File: src/rtl/sync_scan_pkg.sv
package sync_scan_pkg;

    // Pattern as it appears in the stream: lane 0 in bits [31:24]
    localparam logic [31:0] SYNC_PATTERN = 32'h6655_99AA;
    localparam int          LANES        = 4;

    typedef struct packed {
        logic active;    // stream open and still scanning
        logic found;     // verdict
        logic done;      // end-of-scan pulse
        logic word_ok;   // all bytes of current word matched so far
    } scan_state_t;

endpackage

File: src/rtl/sync_lane_cmp.sv
module sync_lane_cmp #(
    parameter logic [31:0] PATTERN = sync_scan_pkg::SYNC_PATTERN,
    parameter int          LANES   = sync_scan_pkg::LANES,
    localparam int         LANE_W  = $clog2(LANES)
) (
    input  logic [LANE_W-1:0] lane,
    input  logic [7:0]        data,
    output logic              hit
);

    logic [7:0] expect_byte [LANES];

    for (genvar g = 0; g < LANES; g++) begin : g_lane
        assign expect_byte[g] = PATTERN[8*(LANES-1-g) +: 8];
    end

    assign hit = (data == expect_byte[lane]);

endmodule

File: src/rtl/sync_byte_ctr.sv
module sync_byte_ctr #(
    parameter int  LIMIT = 128,
    localparam int CNT_W = $clog2(LIMIT + 1)
) (
    input  logic             clk,
    input  logic             rst_n,
    input  logic             clear,
    input  logic             step,
    output logic [CNT_W-1:0] count,
    output logic             at_final
);

    logic [CNT_W-1:0] cnt_d, cnt_q;

    always_comb begin
        cnt_d = cnt_q;
        if (clear) begin
            cnt_d = '0;
        end else if (step && (cnt_q != CNT_W'(LIMIT))) begin
            cnt_d = cnt_q + 1'b1;
        end
    end

    always_ff @(posedge clk or negedge rst_n) begin
        if (!rst_n) begin
            cnt_q <= '0;
        end else begin
            cnt_q <= cnt_d;
        end
    end

    assign count    = cnt_q;
    assign at_final = (cnt_q == CNT_W'(LIMIT - 1));

endmodule

File: src/rtl/cfg_sync_scan.sv
module cfg_sync_scan #(
    parameter int WINDOW_BYTES = 128
) (
    input  logic       clk,
    input  logic       rst_n,
    input  logic       start,
    input  logic       bypass,
    input  logic       in_valid,
    input  logic [7:0] in_byte,
    input  logic       in_last,
    output logic       found,
    output logic       done
);
    import sync_scan_pkg::*;

    localparam int CNT_W  = $clog2(WINDOW_BYTES + 1);
    localparam int LANE_W = $clog2(LANES);

    scan_state_t st_d, st_q;

    logic [CNT_W-1:0]  byte_cnt;
    logic              cnt_at_final;
    logic [LANE_W-1:0] lane;
    logic              byte_hit;
    logic              accept;
    logic              stream_end;

    assign accept     = st_q.active && in_valid && !start;
    assign lane       = byte_cnt[LANE_W-1:0];
    assign stream_end = accept && (in_last || cnt_at_final);

    sync_byte_ctr #(.LIMIT(WINDOW_BYTES)) u_ctr (
        .clk      (clk),
        .rst_n    (rst_n),
        .clear    (start),
        .step     (accept),
        .count    (byte_cnt),
        .at_final (cnt_at_final)
    );

    sync_lane_cmp #(.PATTERN(SYNC_PATTERN), .LANES(LANES)) u_cmp (
        .lane (lane),
        .data (in_byte),
        .hit  (byte_hit)
    );

    always_comb begin
        st_d      = st_q;
        st_d.done = 1'b0;
        if (start) begin
            st_d.active  = !bypass;
            st_d.found   = bypass;
            st_d.done    = bypass;
            st_d.word_ok = 1'b1;
        end else if (accept) begin
            if (lane == LANE_W'(LANES - 1)) begin
                if (st_q.word_ok && byte_hit) begin
                    st_d.found = 1'b1;
                end
                st_d.word_ok = 1'b1;
            end else begin
                st_d.word_ok = st_q.word_ok && byte_hit;
            end
            if (stream_end) begin
                st_d.active = 1'b0;
                st_d.done   = 1'b1;
            end
        end
    end

    always_ff @(posedge clk or negedge rst_n) begin
        if (!rst_n) begin
            st_q <= '{active: 1'b0, found: 1'b0, done: 1'b0, word_ok: 1'b1};
        end else begin
            st_q <= st_d;
        end
    end

    assign found = st_q.found;
    assign done  = st_q.done;

endmodule

File: config.mk
export PLATFORM = sky130hd
export DESIGN_NAME = cfg_sync_scan
export DESIGN_NICKNAME = d
export VERILOG_FILES = /design/src/rtl/sync_scan_pkg.sv /design/src/rtl/sync_lane_cmp.sv /design/src/rtl/sync_byte_ctr.sv /design/src/rtl/cfg_sync_scan.sv
export SDC_FILE = /design/constraint.sdc
export NUM_CORES = 1
export LEC_CHECK = 0
export ABC_AREA = 1
export BUFFER_PORTS_ARGS = -buffer_cell sky130_fd_sc_hd__buf_2
export CAP_MARGIN = 30
export CORE_ASPECT_RATIO = 0.9
export CORE_MARGIN = 2
export CORE_UTILIZATION = 45
export CTS_CLUSTER_SIZE = 16
export DETAILED_ROUTE_END_ITERATION = 7
export GPL_TIMING_DRIVEN = 0
export PLACE_DENSITY = 0.67
export SLEW_MARGIN = 30
export SYNTH_ARGS = -nofsm -noshare
export SYNTH_HDL_FRONTEND = slang
export SYNTH_SLANG_ARGS = --single-unit
File: constraint.sdc
create_clock -name clk -period 3.3 [get_ports clk]
set_clock_uncertainty 0.1 [all_clocks]
set_input_delay 0.99 -clock clk [delete_from_list [all_inputs] [get_ports clk]]
set_output_delay 0.99 -clock clk [all_outputs]
set_load 0.005 [all_outputs]
== Word-level counts from Yosys, hierarchy flattened ==
Index checks and enable logic that the tools add are counted.
Widths: inputs -> output; s select.

* Register bits after elaboration: 12
* Logic and storage cells: 39
* Input port bits: 14

* Muxes and demuxes: 12
* Equal/unequal tests: 4
* Bitwise operators: 1
* Magnitude comparators: 1
* Reductions and logical operators: 15
* $add $sub $neg: 1

{| class="wikitable"
|+ Operators by type and width
! kind !! count
|-
| $mux 8 || 4
|-
| $bmux 8 s2 || 1
|-
| $reduce_bool 2->1 || 5
|-
| $add 8x1->8 const B || 1
|-
| $eq 8x7->1 const B || 1
|-
| $eq 8x8->1 || 1
|-
| $mux 4 || 2
|-
| $ne 8x8->1 const B || 1
|-
| $logic_and 1x1->1 || 5
|-
| $mux 1 || 5
|-
| $ge 3x3->1 const B || 1
|-
| $not 2->3 || 1
|-
| $reduce_and 3->1 || 1
|-
| $eq 2x2->1 const B || 1
|-
| $logic_not 1->1 || 2
|-
| $reduce_and 2->1 || 1
|-
| $logic_or 1x1->1 || 1
|}

== Depth between registers and ports, before layout ==
Gate-level depths: netlist (run 1).

* Word-level depth: 10
* Mapped depth: 10
* Gate-level depth less buffers: 10

== Cells and area by module ==
From an unflattened synthesis (run 1), not the netlist that was laid out.

* Cell total of the unflattened synthesis: 125
* Area total of the unflattened synthesis: 867.1 um2

{| class="wikitable"
|+ Modules (own cells, without submodules)
! module !! times used !! area each (um2) !! cells each
|-
| sync_byte_ctr || 1 || 559.3 || 77
|-
| cfg_sync_scan || 1 || 216.5 || 27
|-
| sync_lane_cmp || 1 || 91.3 || 21
|}

== Worst setup path before layout (run 1) ==
Ideal clock, no wire load.

* Path kind: input port to flip-flop
* From: input port in_valid
* To: register u_ctr.cnt_q[0], in the netlist u_ctr.count[0]
* Arrival time: 1.587 ns
* Slack: 1.483 ns
* Library setup time: 0.131 ns
* Cell stages on the path: 7
* Data required time: 3.069 ns
* Cells stage by stage: nand2_1 -> nor2_4 -> inv_2 -> nor2_4 -> nor2_4 -> nand2_1 -> o21ai_0

* Cells in the longest elaborated chain, start to end: 4

{| class="wikitable"
|+ Ends and longest elaborated chain
! element !! line !! source
|-
| start: declaration || cfg_sync_scan.sv:8 || <nowiki>input logic in_valid,</nowiki>
|-
| $logic_and 1x1->1 (2 in a row) || cfg_sync_scan.sv:28 || <nowiki>assign accept = st_q.active && in_valid && !start;</nowiki>
|-
| $logic_and 1x1->1 || sync_byte_ctr.sv:19 || <nowiki>end else if (step && (cnt_q != CNT_W'(LIMIT))) begin</nowiki>
|-
| $reduce_bool 2->1 (no source line) || -- ||
|-
| end signal: assignment || sync_byte_ctr.sv:28 || <nowiki>cnt_q <= cnt_d;</nowiki>
|-
| end: declaration || sync_byte_ctr.sv:13 || <nowiki>logic [CNT_W-1:0] cnt_d, cnt_q;</nowiki>
|}

Every way passes these cells.
A chain may end at the register's enable or synchronous reset.

== Worst setup path after layout (run 1) ==
* From: register st_q, in the netlist found
* To: output port found

{| class="wikitable"
|+ RTL lines
! element !! line !! source
|-
| start: declaration || cfg_sync_scan.sv:19 || <nowiki>scan_state_t st_d, st_q;</nowiki>
|-
| start signal: assignment || cfg_sync_scan.sv:73 || <nowiki>st_q <= '{active: 1'b0, found: 1'b0, done: 1'b0, word_ok: 1'b1};</nowiki>
|-
| start signal: assignment || cfg_sync_scan.sv:75 || <nowiki>st_q <= st_d;</nowiki>
|-
| end: declaration || cfg_sync_scan.sv:11 || <nowiki>output logic found,</nowiki>
|}

No word-level cell between the ends.

==> results of run 1 <==
flip-flops by register name (all words and copies together), names as in the netlist:
| signal | count |
|---|---|
| done | 1 |
| found | 1 |
| st_q | 2 |
| u_ctr.count | 8 |
synthesized netlist by cell type (all sizes together):
cell / n / area share, %
a21oi: 1 / 0.63
a22oi: 1 / 0.95
dfrtp: 11 / 35
dfstp: 1 / 3.3
ha: 2 / 3.2
inv: 17 / 8.1
nand2: 31 / 15
nand3: 14 / 8.9
nand3b: 1 / 0.95
nand4: 3 / 2.4
nor2: 20 / 13
nor3: 2 / 1.3
o21ai: 7 / 4.4
o31ai: 1 / 0.95
xnor2: 1 / 1.1
xor2: 1 / 1.1
layer usage:
| layer | vias to the layer above | wire length (um) |
|---|---|---|
| met5 | - | 0 |
| met4 | 0 | 17 |
| met1 | 338 | 802 |
| met2 | 10 | 787 |
| li1 | 406 | - |
| met3 | 3 | 72 |
cell families (layout without fill, tap and decap cells):
kind of cell,count (synthesis),after routing,share of synthesized area (%)
AO/OA/AOI/OAI,10,10,6.98
AND/OR/NAND/NOR,71,71,41.3
buffers and inverters,17,36,8.10
flip-flops,12,12,38.3
adder cells (fa/ha/maj),2,2,3.17
XOR/XNOR,2,2,2.22
metrics by stage:
step	hold slack [ns]	setup slack [ns]	total power, W	util, %
detailed placement	0.402	1.25	0.000209	53.7
global placement	0.394	1.28	0.000208	53.7
floorplan	0.374	1.48	0.000188	-
global route	0.451	1.39	0.000347	55.9
finish	0.414	1.41	0.000330	55.9
CTS	0.423	1.40	0.000334	55.9
final timing paths:
check                                           start                          to  depth (start not counted)
max                                 found$_DFFE_PN0P_                       found                          1
min                               st_q[3]$_DFFE_PN0P_         st_q[3]$_DFFE_PN0P_                          2
max reg2reg                u_ctr.count[0]$_DFFE_PN0P_           found$_DFFE_PN0P_                          8
min reg2reg                       st_q[3]$_DFFE_PN0P_         st_q[3]$_DFFE_PN0P_                          2
max in group asynchronous                       rst_n         st_q[0]$_DFFE_PN1P_                          1
min in group asynchronous                       rst_n  u_ctr.count[1]$_DFFE_PN0P_                          1
worst min-delay path, cell delays in order (launching register included):
cell and delay, ns:
dfrtp_1 0.35, nor2_1 0.04, nor2_1 0.09
final cells by class:
| type | count | area [um2] |
|---|---|---|
| Clock buffer | 4 | 36.3 |
| Fill cell | 162 | 734 |
| Inverter | 17 | 63.8 |
| Multi-Input combinational cell | 85 | 423 |
| Sequential cell | 12 | 302 |
| Tap cell | 24 | 30.0 |
| Timing Repair Buffer | 15 | 75.1 |
power groups by stage:
stage	clock (W)	combinational, W	sequential (W)
finish	0.000124	0.0000464	0.000160
global route	0.000133	0.0000537	0.000161
CTS	0.000128	0.0000468	0.000160
detailed placement	0	0.0000467	0.000163
global placement	0	0.0000452	0.000162
floorplan	0	0.0000259	0.000162
==> impl_results.md, run 1 <==
- Slew @ Worst Pin: 0.412 ns
- Share of layout cells above drive strength 1: 19.5%
- CTS root buffer: clkbuf_4
- Synthesized Nets: 130
- Synth Register Bits: 12
- Worst EP required: 2.21 ns
- NetSw: 0.0000908 W
- Arrival time worst endpoint: 0.80 ns
- Initial Utilization: 47.4%
- Worst setup SP type: register
- GR Util met2: 30.4%
- Flop2flop setup slack: 1.67 ns
- Clock power share: 37.5%
- Max clock buf depth: 2
- HPWL after DPL: 1280 um
- Post-CTS Setup Repair Bufs: 0
- Placed inst area: 893 um2
- M3 GR Usage: 6.25%
- Final GP Congestion: 0.839
- Sink Count: 12
- Most common cell after layout, fill and taps aside: nand2_1
- Slowest CP cell: dfrtp_1
- Initial DRC Count: 3
- Unrepaired setup endpoints after global routing: false
- Post-Syn Area: 788 um2
- DR pass1 iterations: 3
- Placed Cells: 153
- Leakage: 0.485 nW
- Global-route wire length before repair: 2860 um
- Chip height: 43.7 um
- Fin crit share: 57.4%
- Die Wd: 48.1 um
- DR WL/cell: 10.7 um
- Inserted Diodes: 0
- ANT nets after route: 0
- Endpoints failing setup: 0
- Fin crit period: 1.89 ns
- Most Crowded Layer GR: met2
- Gr ovfl total: 0
- Avg Cell Area, Syn: 6.91 um2
- Final Max Slew Viols: 0
- Crit path kind: reg2out
- Hold crit path type: reg2reg
- Post-cts resize count: 0
- Core Region: 1660 um2
- Worst vdd ir: 0.208 mV
- Met1 GRT Util: 25.7%
- YS warnings: 0
- CP endpoint kind: output pin
- Layout Cells excl Fill: 157
- DRC: 0
- Status: finished, final reports clean
- Worst path bufs/invs: 1
- Final net count: 150
- Max_slew headroom: 72.2%
- Most frequent cells in the layout: 30 x nand2_1, 16 x inv_1, 16 x nor2_1
- Seq pwr share: 48.4%
- Sw frac: 27.5%
- Vias/cell: 4.82
- Tot GR Track Use: 19.4%
- CTS clk-pin slew, worst paths: 0.08 ns
- Gate power share: 14.0%
- Max Cap Violations: 0
- Internal power: 0.000239 W
- Max incr delay on CP: 0.39 ns
- Area grow syn2layout: 17.9%
- Crit-path cells: buf_2
- Vias in the first global route: 708
- CTS Buf Count: 3
- Setup TNS: 0 ns
- Die area: 2100 um2
- Netlist cell types: 21
- CP max FO: 2
- Syn Inst Count: 114
- Largest net degree at the start of global routing: 13
- Hold buffers post-CTS: 0
- # rows: 14
- H-tree depth: 1
- CTS tree: yes
- Initial antenna violation count: 0
- Seq/Total Area, Yosys: 38.3%
- Final Hold Violating Endpoints: 0
- Port-buffer cells: 15
- Vias: 757
- Fmax: 528 MHz
- Power Density: 355 nW/um2
- Final instance area: 930 um2
- Worst-Skew Late Latency: 0.29 ns
- WL final: 1680 um
- Crit-path leading delay family: flip-flops
- IO Pins: 16
(Power assumes the default switching activity.)
==> inputs of run 2 (changes only) <==
--- a/config.mk
+++ b/config.mk
@@ -5,7 +5,7 @@
 export SDC_FILE = /design/constraint.sdc
 export NUM_CORES = 1
 export LEC_CHECK = 0
-export ABC_AREA = 1
+export ABC_AREA = 0
 export BUFFER_PORTS_ARGS = -buffer_cell sky130_fd_sc_hd__buf_2
 export CAP_MARGIN = 30
 export CORE_ASPECT_RATIO = 0.9
@@ -14,7 +14,7 @@
 export CTS_CLUSTER_SIZE = 16
 export DETAILED_ROUTE_END_ITERATION = 7
 export GPL_TIMING_DRIVEN = 0
-export PLACE_DENSITY = 0.67
+export PLACE_DENSITY = 0.69
 export SLEW_MARGIN = 30
 export SYNTH_ARGS = -nofsm -noshare
 export SYNTH_HDL_FRONTEND = slang
==> constraint.sdc (replaced) <==
create_clock -name clk -period 1.8 [get_ports clk]
set_clock_uncertainty 0.1 [all_clocks]
set_input_delay 0.54 -clock clk [delete_from_list [all_inputs] [get_ports clk]]
set_output_delay 0.54 -clock clk [all_outputs]
set_load 0.005 [all_outputs]
==> run 2 against run 1 <==
Net effect:
- non-clock buffer count grew 3
- critical path depth grew 5
- largest cell class unchanged
- first-iteration DRC count grew to 3.3 times the previous value
- wire length shrank 21%
- critical endpoint is now found$_DFFE_PN0P_
- sequential share of layout area grew 4.5 points
==> impl_results.md, run 2 <==
- Status: finished, final reports clean
- Global-route wire length before repair: 2170 um
- Top-count cell post-synth: dfrtp_1
- Chip height: 40.5 um
- Tot Pwr: 0.000551 W
- Fin crit period: 1.76 ns
- Ys flop type: dfrtp_1
- Synthesized Nets: 84
- YS warnings: 0
- DRC: 0
- IO Pins: 16
- Most common cell after layout, fill and taps aside: buf_2
- Final Hold Violating Endpoints: 0
- Share of layout cells above drive strength 1: 31.5%
- CTS root buffer: clkbuf_4
- CP max FO: 3
- Reg-to-reg endpoint: found$_DFFE_PN0P_
- CTS tree: yes
- Avg Cell Area, Syn: 9.79 um2
- Synth top cells by count: 11 x dfrtp_1, 10 x nand2_1, 10 x nor2_1
- Worst setup margin: 0.0431 ns
- # rows: 13
- Die Wd: 44.5 um
- Seq/Total Area, Yosys: 45.3%
- Slowest CP cell: or4b_4
- DR WL/cell: 12.7 um
- Ys async rst share: 100%
- Vias in the first global route: 502
- Arrival time worst endpoint: 1.85 ns
- WL final: 1320 um
- Max reg flops: 8
- Tot GR Track Use: 18.4%
- Fin crit share: 97.6%
- Slew @ Worst Pin: 0.440 ns
- Die area: 1800 um2
- Port-buffer cells: 15
- Hold_ws: 0.0355 ns
- Register-to-Register Path Depth: 6
- Endpoints failing setup: 0
- Worst path bufs/invs: 1
- Fmax: 569 MHz
- Final Max Slew Viols: 0
- Sink Count: 12
- Worst-Skew Late Latency: 0.27 ns
- Core Region: 1420 um2
- ANT nets after route: 0
- H-tree depth: 1
- Final GP Congestion: 0.797
- Worst vdd ir: 0.415 mV
- Hold crit path type: in2async
- HPWL after DPL: 1010 um
- Max Cap Violations: 0
- Post-synth EDFFs: 0
- Initial DRC Count: 10
- Max clock buf depth: 2
- DR pass1 iterations: 4
- RR Startpoint: u_ctr.count[0]$_DFFE_PN0P_
- Cell taking the most area after synthesis: dfrtp_1
- Syn Inst Count: 68
- Ranking of synthesized cells by area: dfrtp_1 41%, nand2_1 5.6%, nor2_1 5.6%
- Largest net degree at the start of global routing: 13
- Gr ovfl total: 0
- Power Density: 674 nW/um2
- Initial Utilization: 47.0%
- Max incr delay on CP: 0.47 ns
- Netlist cell types: 25
- Post-Syn Area: 666 um2
- Crit path kind: reg2reg
- Inserted Diodes: 0
- Pre-CTS setup slack: -0.126 ns
- Initial antenna violation count: 0
- Core occupancy in the finished layout: 57.7%
- CTS Buf Count: 3
- Crit-path leading delay family: simple AND/OR/NAND/NOR gates
- Worst EP required: 1.89 ns
- Unrepaired setup endpoints after global routing: true
- Flop2flop setup slack: 0.04 ns
- Vias/cell: 5.42
- Leakage: 0.371 nW
- CTS clk-pin slew, worst paths: 0.07 ns
- Final net count: 106
- Crit-path cells: inv_2 -> ha_4 -> or4b_4 -> mux2i_1 -> nand3_1 -> o221ai_2
- Synth Register Bits: 12
- CP endpoint kind: register
- Max_slew headroom: 70.7%
- Vias: 564
- Post-synth top area share: 41.4%
- Worst setup SP type: register
- Area grow syn2layout: 22.7%
- Most frequent cells in the layout: 15 x buf_2, 11 x dfrtp_1, 10 x nand2_1, 10 x nor2_1, 4 x xor2_1
[run 2: logic make-up after synthesis]
family	count (synthesis)	synth area share [%]
AOI/OAI and AO/OA	6	8.27
buffers and inverters	4	2.25
muxes	3	4.70
adders and majority gates	2	3.76
and+or+nand+nor	36	29.1
xor gates and xnor gates	5	6.58
DFF	12	45.3
[run 2: repair_timing]
| action | CTS | global route |
|---|---|---|
| pin swaps | 1 | 4 |
| resized for setup | 1 | 3 |
| endpoints found under the hold margin | 0 | 0 |
| endpoints found under the setup margin | 2 | 2 |
| hold buffers | 0 | 0 |
| setup buffers | 2 | 0 |
[run 2: final cells by class]
type	count	area, um2
Clock buffer	4	26.3
Inverter	3	11.3
Timing Repair Buffer	17	90.1
Sequential cell	12	302
Fill cell	134	598
Tap cell	15	18.8
Buffer	1	3.75
Multi-Input combinational cell	52	365
[run 2: worst max path at each step]
stage,end,from,slack (ns),cells after the start
6_report,found$_DFFE_PN0P_,u_ctr.count[0]$_DFFE_PN0P_,0.04,6
4_1_cts,found$_DFFE_PN0P_,u_ctr.count[0]$_DFFE_PN0P_,0.004,6
5_1_grt,found$_DFFE_PN0P_,u_ctr.count[1]$_DFFE_PN0P_,-0.06,6
3_5_place_dp,found$_DFFE_PN0P_,u_ctr.count[1]$_DFFE_PN0P_,-0.13,6
3_3_place_gp,found$_DFFE_PN0P_,u_ctr.count[1]$_DFFE_PN0P_,-0.07,6
2_1_floorplan,found$_DFFE_PN0P_,u_ctr.count[0]$_DFFE_PN0P_,0.04,6
[run 2: metal layers]
layer / global-route usage (%) / wire length, um
met1: 20.4 / 611
met2: 32.2 / 627
met3: 7.21 / 68
met4: 6.82 / 15
met5: 0 / 0
[run 2: metrics by stage]
step                      std cells  setup TNS, ns  cell area (um2)
after floorplan                  68              0              666
after global placement           98         -0.115              759
after detailed placement         98         -0.213              759
after CTS                       104              0              813
after global routing            104        -0.0819              817
final                           104              0              817
[run 2: report_power, final]
part           switching (W)   total, W  internal [W]
Combinational      0.0000443  0.0000909     0.0000466
Sequential        0.00000839   0.000291      0.000283
Clock              0.0000825   0.000168     0.0000858
[run 2: worst reg2reg max path, stage by stage (launching register included)]
cell      delay [ns]
dfrtp_1         0.39
inv_2           0.07
ha_4            0.20
or4b_4          0.47
mux2i_1         0.15
nand3_1         0.14
o221ai_2        0.17
==> inputs of run 3 (changes only) <==
--- a/config.mk
+++ b/config.mk
@@ -5,7 +5,7 @@
 export SDC_FILE = /design/constraint.sdc
 export NUM_CORES = 1
 export LEC_CHECK = 0
-export ABC_AREA = 0
+export ABC_AREA = 1
 export BUFFER_PORTS_ARGS = -buffer_cell sky130_fd_sc_hd__buf_2
 export CAP_MARGIN = 30
 export CORE_ASPECT_RATIO = 0.9
@@ -14,7 +14,7 @@
 export CTS_CLUSTER_SIZE = 16
 export DETAILED_ROUTE_END_ITERATION = 7
 export GPL_TIMING_DRIVEN = 0
-export PLACE_DENSITY = 0.69
+export PLACE_DENSITY = 0.67
 export SLEW_MARGIN = 30
 export SYNTH_ARGS = -nofsm -noshare
 export SYNTH_HDL_FRONTEND = slang
==> run 3 against run 2 <==
Net effect:
- worst setup slack better by 0.14 ns
- global-route usage grew 1.0 points
- final cell count up 51%
- die area grew 17%
- worst hold slack worse by 0.016 ns
- non-clock buffer count decreased by 3
- count of clock-buffer cells in the layout stayed put
- first-iteration DRC count is 70% lower
- total power increased by 9.7%
- combinational power shrank 6.6%
- flip-flop and latch count unchanged
==> impl_results.md, run 3 (synthesis gave the netlist of run 1 again) <==
- Largest net degree at the start of global routing: 13
- DR WL/cell: 10.8 um
- Most frequent cells in the layout: 30 x nand2_1, 16 x inv_1, 16 x nor2_1
- Die Wd: 48.1 um
- Sw frac: 27.3%
- Initial antenna violation count: 0
- Core Region: 1660 um2
- Final Max Slew Viols: 0
- Status: finished, final reports clean
- HPWL after DPL: 1280 um
- Crit path kind: reg2reg
- Gate power share: 14.1%
- Die area: 2100 um2
- CTS tree: yes
- Final Hold Violating Endpoints: 0
- Final GP Congestion: 0.839
- Fin crit share: 89.7%
- CTS Buf Count: 3
- Arrival time worst endpoint: 1.74 ns
- Worst-Skew Late Latency: 0.29 ns
- Area of the multi-input gates: 423 um2
- Vias/cell: 4.80
- Setup TNS: 0 ns
- Max_slew headroom: 72.3%
- Most common cell after layout, fill and taps aside: nand2_1
- CTS clk-pin slew, worst paths: 0.08 ns
- Crit-path leading delay family: compound AO/OA/AOI/OAI gates
- Worst vdd ir: 0.382 mV
- CP most frequent cell: o21ai_0
- Gr ovfl total: 0
- WL final: 1690 um
- Vias in the first global route: 708
- Clock power share: 37.4%
- Worst setup SP type: register
- DR pass1 iterations: 3
- Crit-path cells: inv_1 -> ha_1 -> nand3_1 -> o21ai_0 -> o21ai_0 -> a21oi_1
- Register-to-Register Path Depth: 6
- Endpoints failing setup: 0
- Chip height: 43.7 um
- Tot GR Track Use: 19.4%
- Worst path bufs/invs: 1
- Fmax: 619 MHz
- Share of layout cells above drive strength 1: 20.3%
- # rows: 14
- Core occupancy in the finished layout: 55.9%
- Initial DRC Count: 3
- CP max FO: 6
- Port-buffer cells: 15
- Global-route wire length before repair: 2860 um
- Placed Cells: 153
- Seq pwr share: 48.6%
- DRC: 0
- Hold crit path type: in2async
- ANT nets after route: 0
- CTS root buffer: clkbuf_4
- Final net count: 150
- Filler cells: 164
- Internal power: 0.000439 W
- NetSw: 0.000165 W
- Power Density: 649 nW/um2
- Fin crit period: 1.61 ns
- Leakage: 0.484 nW
- Area grow syn2layout: 18.1%
- Max clock buf depth: 2
- Unrepaired setup endpoints after global routing: false
- Sink Count: 12
- Inserted Diodes: 0
- Layout Cells excl Fill: 157
- CP endpoint kind: register
- Worst EP required: 1.92 ns
- Crit path depth: 6
- IO Pins: 16
- Initial Utilization: 47.4%
- Slew @ Worst Pin: 0.411 ns
- Max reg flops: 8
- Max incr delay on CP: 0.45 ns
- Vias: 754
- Max Cap Violations: 0
- H-tree depth: 1
- Reg area: 303 um2
- Slowest CP cell: dfrtp_2
run 3: final timing paths:
kind / startpoint / end / slack (ns)
setup / recovery: u_ctr.count[0]$_DFFE_PN0P_ / u_ctr.count[2]$_DFFE_PN0P_ / 0.19
hold / removal: rst_n / u_ctr.count[1]$_DFFE_PN0P_ / 0.02
setup reg to reg: u_ctr.count[0]$_DFFE_PN0P_ / u_ctr.count[2]$_DFFE_PN0P_ / 0.19
hold reg to reg: st_q[3]$_DFFE_PN0P_ / st_q[3]$_DFFE_PN0P_ / 0.41
max in group asynchronous: rst_n / st_q[0]$_DFFE_PN1P_ / 1.30
min in group clk: in_last / done$_DFF_PN0_ / 0.40
run 3: area by class of cell:
class                      instances  area share, %
inverter                          17           6.85
tap                               24           3.23
clock buffer                       4           3.90
sequential                        12           32.5
multi-input combinational         85           45.4
timing repair buffer              15           8.06
run 3: through the flow:
| step | instance area [um2] | hold WS (ns) | total power [W] | setup WS [ns] |
|---|---|---|---|---|
| 6_report | 931 | 0.0199 | 0.000604 | 0.185 |
| 5_1_grt | 931 | 0.0389 | 0.000635 | 0.0314 |
| 4_1_cts | 930 | 0.0208 | 0.000613 | 0.197 |
| 3_5_place_dp | 893 | 0.340 | 0.000384 | 0.200 |
| 3_3_place_gp | 893 | 0.336 | 0.000381 | 0.229 |
| 2_1_floorplan | 788 | 0.144 | 0.000344 | 0.383 |
run 3: power groups by stage:
| stage | Clock [W] | Combinational (W) | Sequential (W) |
|---|---|---|---|
| after floorplan | 0 | 0.0000474 | 0.000297 |
| after global placement | 0 | 0.0000829 | 0.000298 |
| after detailed placement | 0 | 0.0000855 | 0.000298 |
| after CTS | 0.000234 | 0.0000858 | 0.000293 |
| after global routing | 0.000241 | 0.0000985 | 0.000295 |
| final | 0.000226 | 0.0000849 | 0.000294 |
run 3: timing repair:
item                                    CTS  global route
endpoints found under the setup margin    0             1
resized for setup                         0             1
hold buffers                              0             0
setup buffers                             0             0
run 3: worst reg2reg max path, cell delays in order, from the launching register on:
cell     delay [ns]
dfrtp_2        0.45
inv_1          0.09
ha_1           0.15
nand3_1        0.11
o21ai_0        0.38
o21ai_0        0.15
a21oi_1        0.13
run 3: metal layers:
metal	part of all wire (%)	vias up	global-route usage, %
met3	4.3	3	6.25
met2	47	10	30.4
li1	-	407	-
met1	48	334	25.7
met4	1.0	0	4.86
met5	0	-	0
